File: src/rtl/amo_pkg.sv
package amo_pkg;

    localparam int OP_W    = 4;
    localparam int CAUSE_W = 4;

    typedef enum logic [OP_W-1:0] {
        OP_LR   = 4'd0,
        OP_SC   = 4'd1,
        OP_SWAP = 4'd2,
        OP_ADD  = 4'd3,
        OP_XOR  = 4'd4,
        OP_AND  = 4'd5,
        OP_OR   = 4'd6,
        OP_MIN  = 4'd7,
        OP_MAX  = 4'd8,
        OP_MINU = 4'd9,
        OP_MAXU = 4'd10
    } amo_op_e;

    typedef enum logic [1:0] {
        ST_IDLE  = 2'd0,
        ST_READ  = 2'd1,
        ST_WRITE = 2'd2,
        ST_DONE  = 2'd3
    } amo_state_e;

    localparam logic [CAUSE_W-1:0] CAUSE_NONE     = 4'd0;
    localparam logic [CAUSE_W-1:0] CAUSE_ILLEGAL  = 4'd2;
    localparam logic [CAUSE_W-1:0] CAUSE_LD_MISAL = 4'd4;
    localparam logic [CAUSE_W-1:0] CAUSE_LD_FAULT = 4'd5;
    localparam logic [CAUSE_W-1:0] CAUSE_ST_MISAL = 4'd6;
    localparam logic [CAUSE_W-1:0] CAUSE_ST_FAULT = 4'd7;

endpackage

File: src/rtl/amo_alu.sv
// Combines the old memory word with the operand for a read-modify-write.
module amo_alu
    import amo_pkg::*;
#(
    parameter int XLEN = 32
) (
    input  logic [OP_W-1:0] op,
    input  logic [XLEN-1:0] old_word,
    input  logic [XLEN-1:0] operand,
    output logic [XLEN-1:0] result
);

    logic lt_signed;
    logic lt_unsigned;

    assign lt_signed   = $signed(old_word) < $signed(operand);
    assign lt_unsigned = old_word < operand;

    always_comb begin
        unique case (op)
            OP_ADD:  result = old_word + operand;
            OP_XOR:  result = old_word ^ operand;
            OP_AND:  result = old_word & operand;
            OP_OR:   result = old_word | operand;
            OP_MIN:  result = lt_signed   ? old_word : operand;
            OP_MAX:  result = lt_signed   ? operand  : old_word;
            OP_MINU: result = lt_unsigned ? old_word : operand;
            OP_MAXU: result = lt_unsigned ? operand  : old_word;
            default: result = operand;
        endcase
    end

endmodule

File: src/rtl/amo_check.sv
// Classifies a request: legality, alignment and operation class.
module amo_check
    import amo_pkg::*;
#(
    parameter int ALIGN_BITS = 2
) (
    input  logic [OP_W-1:0]       op,
    input  logic [ALIGN_BITS-1:0] addr_lo,
    output logic                  exc,
    output logic [CAUSE_W-1:0]    cause,
    output logic                  is_sc
);

    logic legal;
    logic misaligned;

    assign legal      = op <= OP_MAXU;
    assign misaligned = |addr_lo;
    assign is_sc      = op == OP_SC;

    always_comb begin
        exc   = 1'b0;
        cause = CAUSE_NONE;
        if (!legal) begin
            exc   = 1'b1;
            cause = CAUSE_ILLEGAL;
        end else if (misaligned) begin
            exc   = 1'b1;
            cause = (op == OP_LR) ? CAUSE_LD_MISAL : CAUSE_ST_MISAL;
        end
    end

endmodule

File: src/rtl/amo_resv.sv
// The hart's single reservation flag.
module amo_resv (
    input  logic clk,
    input  logic rst_n,
    input  logic set_i,
    input  logic clr_i,
    output logic valid_o
);

    always_ff @(posedge clk or negedge rst_n) begin
        if (!rst_n) begin
            valid_o <= 1'b0;
        end else if (clr_i) begin
            valid_o <= 1'b0;
        end else if (set_i) begin
            valid_o <= 1'b1;
        end
    end

endmodule

File: src/rtl/amo_unit.sv
module amo_unit
    import amo_pkg::*;
#(
    parameter int XLEN = 32
) (
    input  logic            clk,
    input  logic            rst_n,
    input  logic            req_valid,
    input  logic [3:0]      req_op,
    input  logic [XLEN-1:0] req_addr,
    input  logic [XLEN-1:0] req_data,
    output logic            busy,
    output logic            mem_req,
    output logic            mem_we,
    output logic [XLEN-1:0] mem_addr,
    output logic [XLEN-1:0] mem_wdata,
    input  logic            mem_rvalid,
    input  logic [XLEN-1:0] mem_rdata,
    input  logic            mem_err,
    output logic            done_valid,
    output logic            done_rd_we,
    output logic [XLEN-1:0] done_rd_data,
    output logic            done_exc,
    output logic [3:0]      done_cause,
    output logic            resv_valid
);

    localparam int ALIGN_BITS = $clog2(XLEN / 8);

    amo_state_e state_q;
    amo_state_e state_d;

    logic [OP_W-1:0]    op_q;
    logic [XLEN-1:0]    addr_q;
    logic [XLEN-1:0]    opnd_q;
    logic [XLEN-1:0]    wdata_q;
    logic [XLEN-1:0]    rd_q;
    logic               rd_we_q;
    logic               exc_q;
    logic [CAUSE_W-1:0] cause_q;

    logic               accept;
    logic               chk_exc;
    logic [CAUSE_W-1:0] chk_cause;
    logic               chk_sc;
    logic [XLEN-1:0]    alu_result;
    logic               resv_set;
    logic               resv_clr;
    logic               op_is_lr;

    assign accept   = req_valid && (state_q == ST_IDLE);
    assign op_is_lr = op_q == OP_LR;

    amo_check #(
        .ALIGN_BITS(ALIGN_BITS)
    ) check_i (
        .op      (req_op),
        .addr_lo (req_addr[ALIGN_BITS-1:0]),
        .exc     (chk_exc),
        .cause   (chk_cause),
        .is_sc   (chk_sc)
    );

    amo_alu #(
        .XLEN(XLEN)
    ) alu_i (
        .op       (op_q),
        .old_word (mem_rdata),
        .operand  (opnd_q),
        .result   (alu_result)
    );

    amo_resv resv_i (
        .clk     (clk),
        .rst_n   (rst_n),
        .set_i   (resv_set),
        .clr_i   (resv_clr),
        .valid_o (resv_valid)
    );

    // State register
    always_ff @(posedge clk or negedge rst_n) begin
        if (!rst_n) begin
            state_q <= ST_IDLE;
        end else begin
            state_q <= state_d;
        end
    end

    // Next state and reservation control
    always_comb begin
        state_d  = state_q;
        resv_set = 1'b0;
        resv_clr = 1'b0;
        unique case (state_q)
            ST_IDLE: begin
                if (accept) begin
                    if (chk_exc) begin
                        state_d = ST_DONE;
                    end else if (chk_sc) begin
                        if (resv_valid) begin
                            state_d  = ST_WRITE;
                            resv_clr = 1'b1;
                        end else begin
                            state_d = ST_DONE;
                        end
                    end else begin
                        state_d = ST_READ;
                    end
                end
            end
            ST_READ: begin
                if (mem_rvalid) begin
                    if (mem_err || op_is_lr) begin
                        state_d = ST_DONE;
                    end else begin
                        state_d = ST_WRITE;
                    end
                    resv_set = !mem_err && op_is_lr;
                end
            end
            ST_WRITE: begin
                if (mem_rvalid) begin
                    state_d = ST_DONE;
                end
            end
            ST_DONE: begin
                state_d = ST_IDLE;
            end
            default: begin
                state_d = ST_IDLE;
            end
        endcase
    end

    // Request capture and result registers
    always_ff @(posedge clk or negedge rst_n) begin
        if (!rst_n) begin
            op_q    <= '0;
            addr_q  <= '0;
            opnd_q  <= '0;
            wdata_q <= '0;
            rd_q    <= '0;
            rd_we_q <= 1'b0;
            exc_q   <= 1'b0;
            cause_q <= CAUSE_NONE;
        end else begin
            unique case (state_q)
                ST_IDLE: begin
                    if (accept) begin
                        op_q    <= req_op;
                        addr_q  <= req_addr;
                        opnd_q  <= req_data;
                        wdata_q <= req_data;
                        rd_q    <= '0;
                        rd_we_q <= 1'b0;
                        exc_q   <= 1'b0;
                        cause_q <= CAUSE_NONE;
                        if (chk_exc) begin
                            exc_q   <= 1'b1;
                            cause_q <= chk_cause;
                        end else if (chk_sc && !resv_valid) begin
                            rd_we_q <= 1'b1;
                            rd_q    <= XLEN'(1);
                        end
                    end
                end
                ST_READ: begin
                    if (mem_rvalid) begin
                        if (mem_err) begin
                            exc_q   <= 1'b1;
                            cause_q <= op_is_lr ? CAUSE_LD_FAULT : CAUSE_ST_FAULT;
                        end else if (op_is_lr) begin
                            rd_we_q <= 1'b1;
                            rd_q    <= mem_rdata;
                        end else begin
                            rd_q    <= mem_rdata;
                            wdata_q <= alu_result;
                        end
                    end
                end
                ST_WRITE: begin
                    if (mem_rvalid) begin
                        if (mem_err) begin
                            exc_q   <= 1'b1;
                            cause_q <= CAUSE_ST_FAULT;
                            rd_we_q <= 1'b0;
                        end else begin
                            rd_we_q <= 1'b1;
                            if (op_q == OP_SC) begin
                                rd_q <= '0;
                            end
                        end
                    end
                end
                ST_DONE: begin
                end
                default: begin
                end
            endcase
        end
    end

    // Outputs
    always_comb begin
        busy         = state_q != ST_IDLE;
        mem_req      = (state_q == ST_READ) || (state_q == ST_WRITE);
        mem_we       = state_q == ST_WRITE;
        mem_addr     = addr_q;
        mem_wdata    = wdata_q;
        done_valid   = state_q == ST_DONE;
        done_rd_we   = done_valid && rd_we_q;
        done_rd_data = done_rd_we ? rd_q : '0;
        done_exc     = done_valid && exc_q;
        done_cause   = done_exc ? cause_q : CAUSE_NONE;
    end

endmodule

File: config.mk
export PLATFORM = sky130hd
export DESIGN_NAME = amo_unit
export DESIGN_NICKNAME = d
export VERILOG_FILES = /design/src/rtl/amo_pkg.sv /design/src/rtl/amo_alu.sv /design/src/rtl/amo_check.sv /design/src/rtl/amo_resv.sv /design/src/rtl/amo_unit.sv
export SDC_FILE = /design/constraint.sdc
export NUM_CORES = 1
export LEC_CHECK = 0
export ABC_AREA = 1
export BUFFER_PORTS_ARGS = -buffer_cell sky130_fd_sc_hd__buf_2
export CAP_MARGIN = 20
export CORE_UTILIZATION = 55
export CTS_CLUSTER_DIAMETER = 80
export DETAILED_ROUTE_END_ITERATION = 8
export PLACE_DENSITY = 0.78
export RECOVER_POWER = 50
export SLEW_MARGIN = 25
export SYNTH_ARGS = -nofsm -noshare
export SYNTH_HDL_FRONTEND = slang
export SYNTH_SLANG_ARGS = --single-unit
File: constraint.sdc
create_clock -name clk -period 4.5 [get_ports clk]
set_input_delay 0.225 -clock clk [delete_from_list [all_inputs] [get_ports clk]]
set_output_delay 0.225 -clock clk [all_outputs]
set_load 0.01 [all_outputs]
==> metrics.md <==
| Metric | Value |
|---|---|
| Status | `complete, but fails checks` |
| Failing checks | `capacitance limit, slew limit` |
| GRT Total Usage | `39.6%` |
| CTS tree | `done` |
| Clock Power Share | `13.6%` |
| Crit Path Category | `register to register` |
| Placer's final routability congestion estimate | `1.02` |
| Initial drt markers | `1,536` |
| Async set or reset register ratio after synthesis | `100%` |
| Tcrit/Tclk final | `82.7%` |
| # setup viols final | `0` |
| Comb power frac | `65.1%` |
| Initial Utilization | `56.4%` |
| Hold buffers post-CTS | `1` |
| Worst Path Arrival | `4.06 ns` |
| Clk_skew | `0.0228 ns` |
| Number of warnings issued by yosys | `0` |
| # DRC | `0` |
| Number of iterations in the first detailed-routing pass | `8` |
| CP max FO | `31` |
| Post-DP HPWL | `33,700 um` |
| Min cycle time layout | `3.72 ns` |
| Via/cell ratio | `5.92` |
| Max-Slew Margin vs Limit | `-31.5%` |
| Cells along the critical path | `inv_1, ha_1, inv_1, nand2_1, nor3_1, nand2_1, nand2_1, nand2_1, nand2_1, nand2_1, nand2_2, buf_4, nand2_2, nand2_2, buf_12, nand2_1, nand3_1, nand3_1, nand2_1, a21oi_1` |
| Sequential Power Share | `21.3%` |
| DP Area | `0.0137 mm^2` |
| Resize count post-CTS | `0` |
| CTS sink count | `140` |
| P_int | `4.81 mW` |
| Final Hold Fails | `0` |
| Post-Synthesis Cells | `1,900` |
| I/O pin count | `212` |
| R2r startpoint | `opnd_q[7]` |
| Cell Count Post-Placement | `2,338` |
| Post-Route WL | `45,700 um` |
| Crit path buffers/inverters | `4` |
| Synth unique cells | `42` |
| Most used cell, CP | `nand2_1` |
| CP peak stage delay | `0.47 ns` |
| Number of routed nets with antenna violations | `0` |
| Leak Pwr | `7.27 nW` |
| HP Class | `input port to register` |
| Via count | `14,000` |
| Max_cap viols | `3` |
| Gr ovfl total | `0` |
| Slowest-stage cell, CP | `nand2_2` |
| Worst-skew pair later-pin latency | `0.45 ns` |
| Final non-filler cell total | `2,374` |
| CP Capture Type | `register` |
| F_max | `269 MHz` |
| First-pass GRT wire length | `72,300 um` |
| Post-synth top flop | `dfrtp_1` |
| Die area | `0.0231 mm^2` |
| CP startpoint | `opnd_q[7]` |
| Flip-flop and latch area | `0.00350 mm^2` |
| CP required | `4.83 ns` |
| Sw frac | `54.9%` |
| Synthesized flop and latch total | `140` |
| Initial antenna violation count | `0` |
| Wire per inst | `19.2 um` |
| Post-CTS Setup Bufs | `0` |
| Share of post-route cells with drive strength above 1 | `12.4%` |
| Multi-input gate area | `0.00753 mm^2` |
| Site row count | `54` |
| Worst Tran Pin Value | `1.97 ns` |
| Finished Core Util | `64.8%` |
| Overall power | `10.7 mW` |
| Placeable Area | `0.0219 mm^2` |
| H-tree levels | `4` |
| CTS Root Cell | `clkbuf_16` |
| Post-synth EDFFs | `0` |
| Diodes inserted | `0` |
| Hold path start | `req_addr[3]` |
| Peak supply drop | `0.442 mV` |
| Setup crit start kind | `register` |
| CTS buffer count | `17` |
| Filler instances | `2,108` |
| CTS clk-pin slew, worst paths | `0.07 ns` |
| Nets | `2,287` |
| RSZ-0062 raised after global routing | `false` |
| Fin Setup TNS | `0 ns` |
| Port bufs | `210` |
| Net Count, Synth | `2,106` |
| Largest net degree at the start of global routing | `81` |
| Sequential element share of the synthesized area | `28.4%` |
| Fin area | `0.0142 mm^2` |
| Area delta synth->final | `14.9%` |
| Mean Syn Cell Area | `6.50 um^2` |
| Max-slew violations | `145` |
| Post-Syn Area | `0.0124 mm^2` |
| Maximum clock path buffer count | `2` |
| Die Span Y | `152 um` |
| Pwr dens | `753 mW/mm^2` |
| Switching power | `5.87 mW` |
| Top delay family on crit path | `simple AND/OR/NAND/NOR gates` |
| Vias in the first global route | `13,300` |
| Chip Width | `152 um` |
Yosys cell counts (8+ instances only):
cell type / n / area [um^2]
a211oi_1: 21 / 158
o21ai_0: 112 / 561
inv_1: 251 / 942
mux2_2: 32 / 360
a21oi_1: 173 / 866
o21bai_1: 9 / 67.6
o22ai_1: 24 / 150
nor2_1: 239 / 897
buf_2: 14 / 70.1
nor3_1: 15 / 75.1
dfrtp_1: 140 / 3500
buf_1: 8 / 30.0
clkbuf_1: 53 / 199
nand4_1: 30 / 188
nand2_1: 392 / 1470
nand3_1: 232 / 1160
ha_1: 100 / 1250
state kept, by name, summed over array words and instances (netlist names):
signal,cells
mem_addr,32
mem_wdata,32
opnd_q,32
rd_q,32
op_q,4
cause_q,3
state_q,2
exc_q,1
rd_we_q,1
resv_i.valid_o,1
path summary, 6_finish.rpt:
path | slack, ns | cells after the start | to
max in group asynchronous | 1.11 | 3 | rd_q[26]
min in group asynchronous | 0.89 | 2 | rd_q[3]
min reg2reg | 0.50 | 1 | mem_addr[21]
max reg2reg | 0.78 | 20 | mem_wdata[11]
max | 0.78 | 20 | mem_wdata[11]
min | 0.007 | 2 | mem_addr[3]
routing by layer:
| metal | vias to the layer above | wire length, um | global-route usage, % |
|---|---|---|---|
| met4 | 0 | 1090 | 12.1 |
| met3 | 96 | 5790 | 12.5 |
| met5 | - | 0 | 0 |
| met1 | 6539 | 19400 | 54.3 |
| met2 | 836 | 19400 | 59.2 |
| li1 | 6577 | - | - |
cells in the final DEF (no fill, tap or decap), types with 4 or more instances in the layout:
cell             n
a211oi_1        21
a21oi_1        173
buf_2          144
buf_4           29
clkbuf_1        68
clkbuf_16       17
dfrtp_1        140
dlygate4sd3_1    4
ha_1           100
inv_1          250
inv_2            6
inv_6            4
inv_8            4
mux2_2          32
nand2_1        391
nand2_2          5
nand3_1        232
nand4_1         30
nor2_1         236
nor3_1          15
o21a_1           4
o21ai_0        112
o21bai_1         9
o22ai_1         24
kinds of logic after synthesis:
logic type,count (synthesis),synth area share [%]
simple gates,924,31.5
compound gates,360,15.9
buf+inv,342,10.9
flops,140,28.4
fa+ha+maj,101,10.3
mux,32,2.92
other cells,1,0.0304
area by class of cell:
cell class                 count  share of cell area [%]
inverter                     258                    6.83
sequential                   140                    24.7
timing repair buffer         246                    8.84
clock inverter                14                    1.07
multi-input combinational   1418                    53.1
tap                          280                    2.47
clock buffer                  18                    3.02
metrics by stage:
step	setup slack, ns	hold slack, ns
2_1_floorplan	2.12	-0.0706
3_3_place_gp	1.04	0.305
3_5_place_dp	1.01	0.310
4_1_cts	0.985	0.00396
5_1_grt	0.386	0.00201
6_report	0.777	0.00709
power by group through the flow:
stage                     clock network (mW)  logic (mW)  registers, mW
after global routing                    1.51        7.64           2.35
final                                   1.45        6.96           2.27
after floorplan                            0        4.57           2.33
after CTS                               1.47        6.83           2.26
after detailed placement                   0        6.80           2.27
after global placement                     0        6.70           2.25
Note: power is estimated with default switching activity, not from simulation.
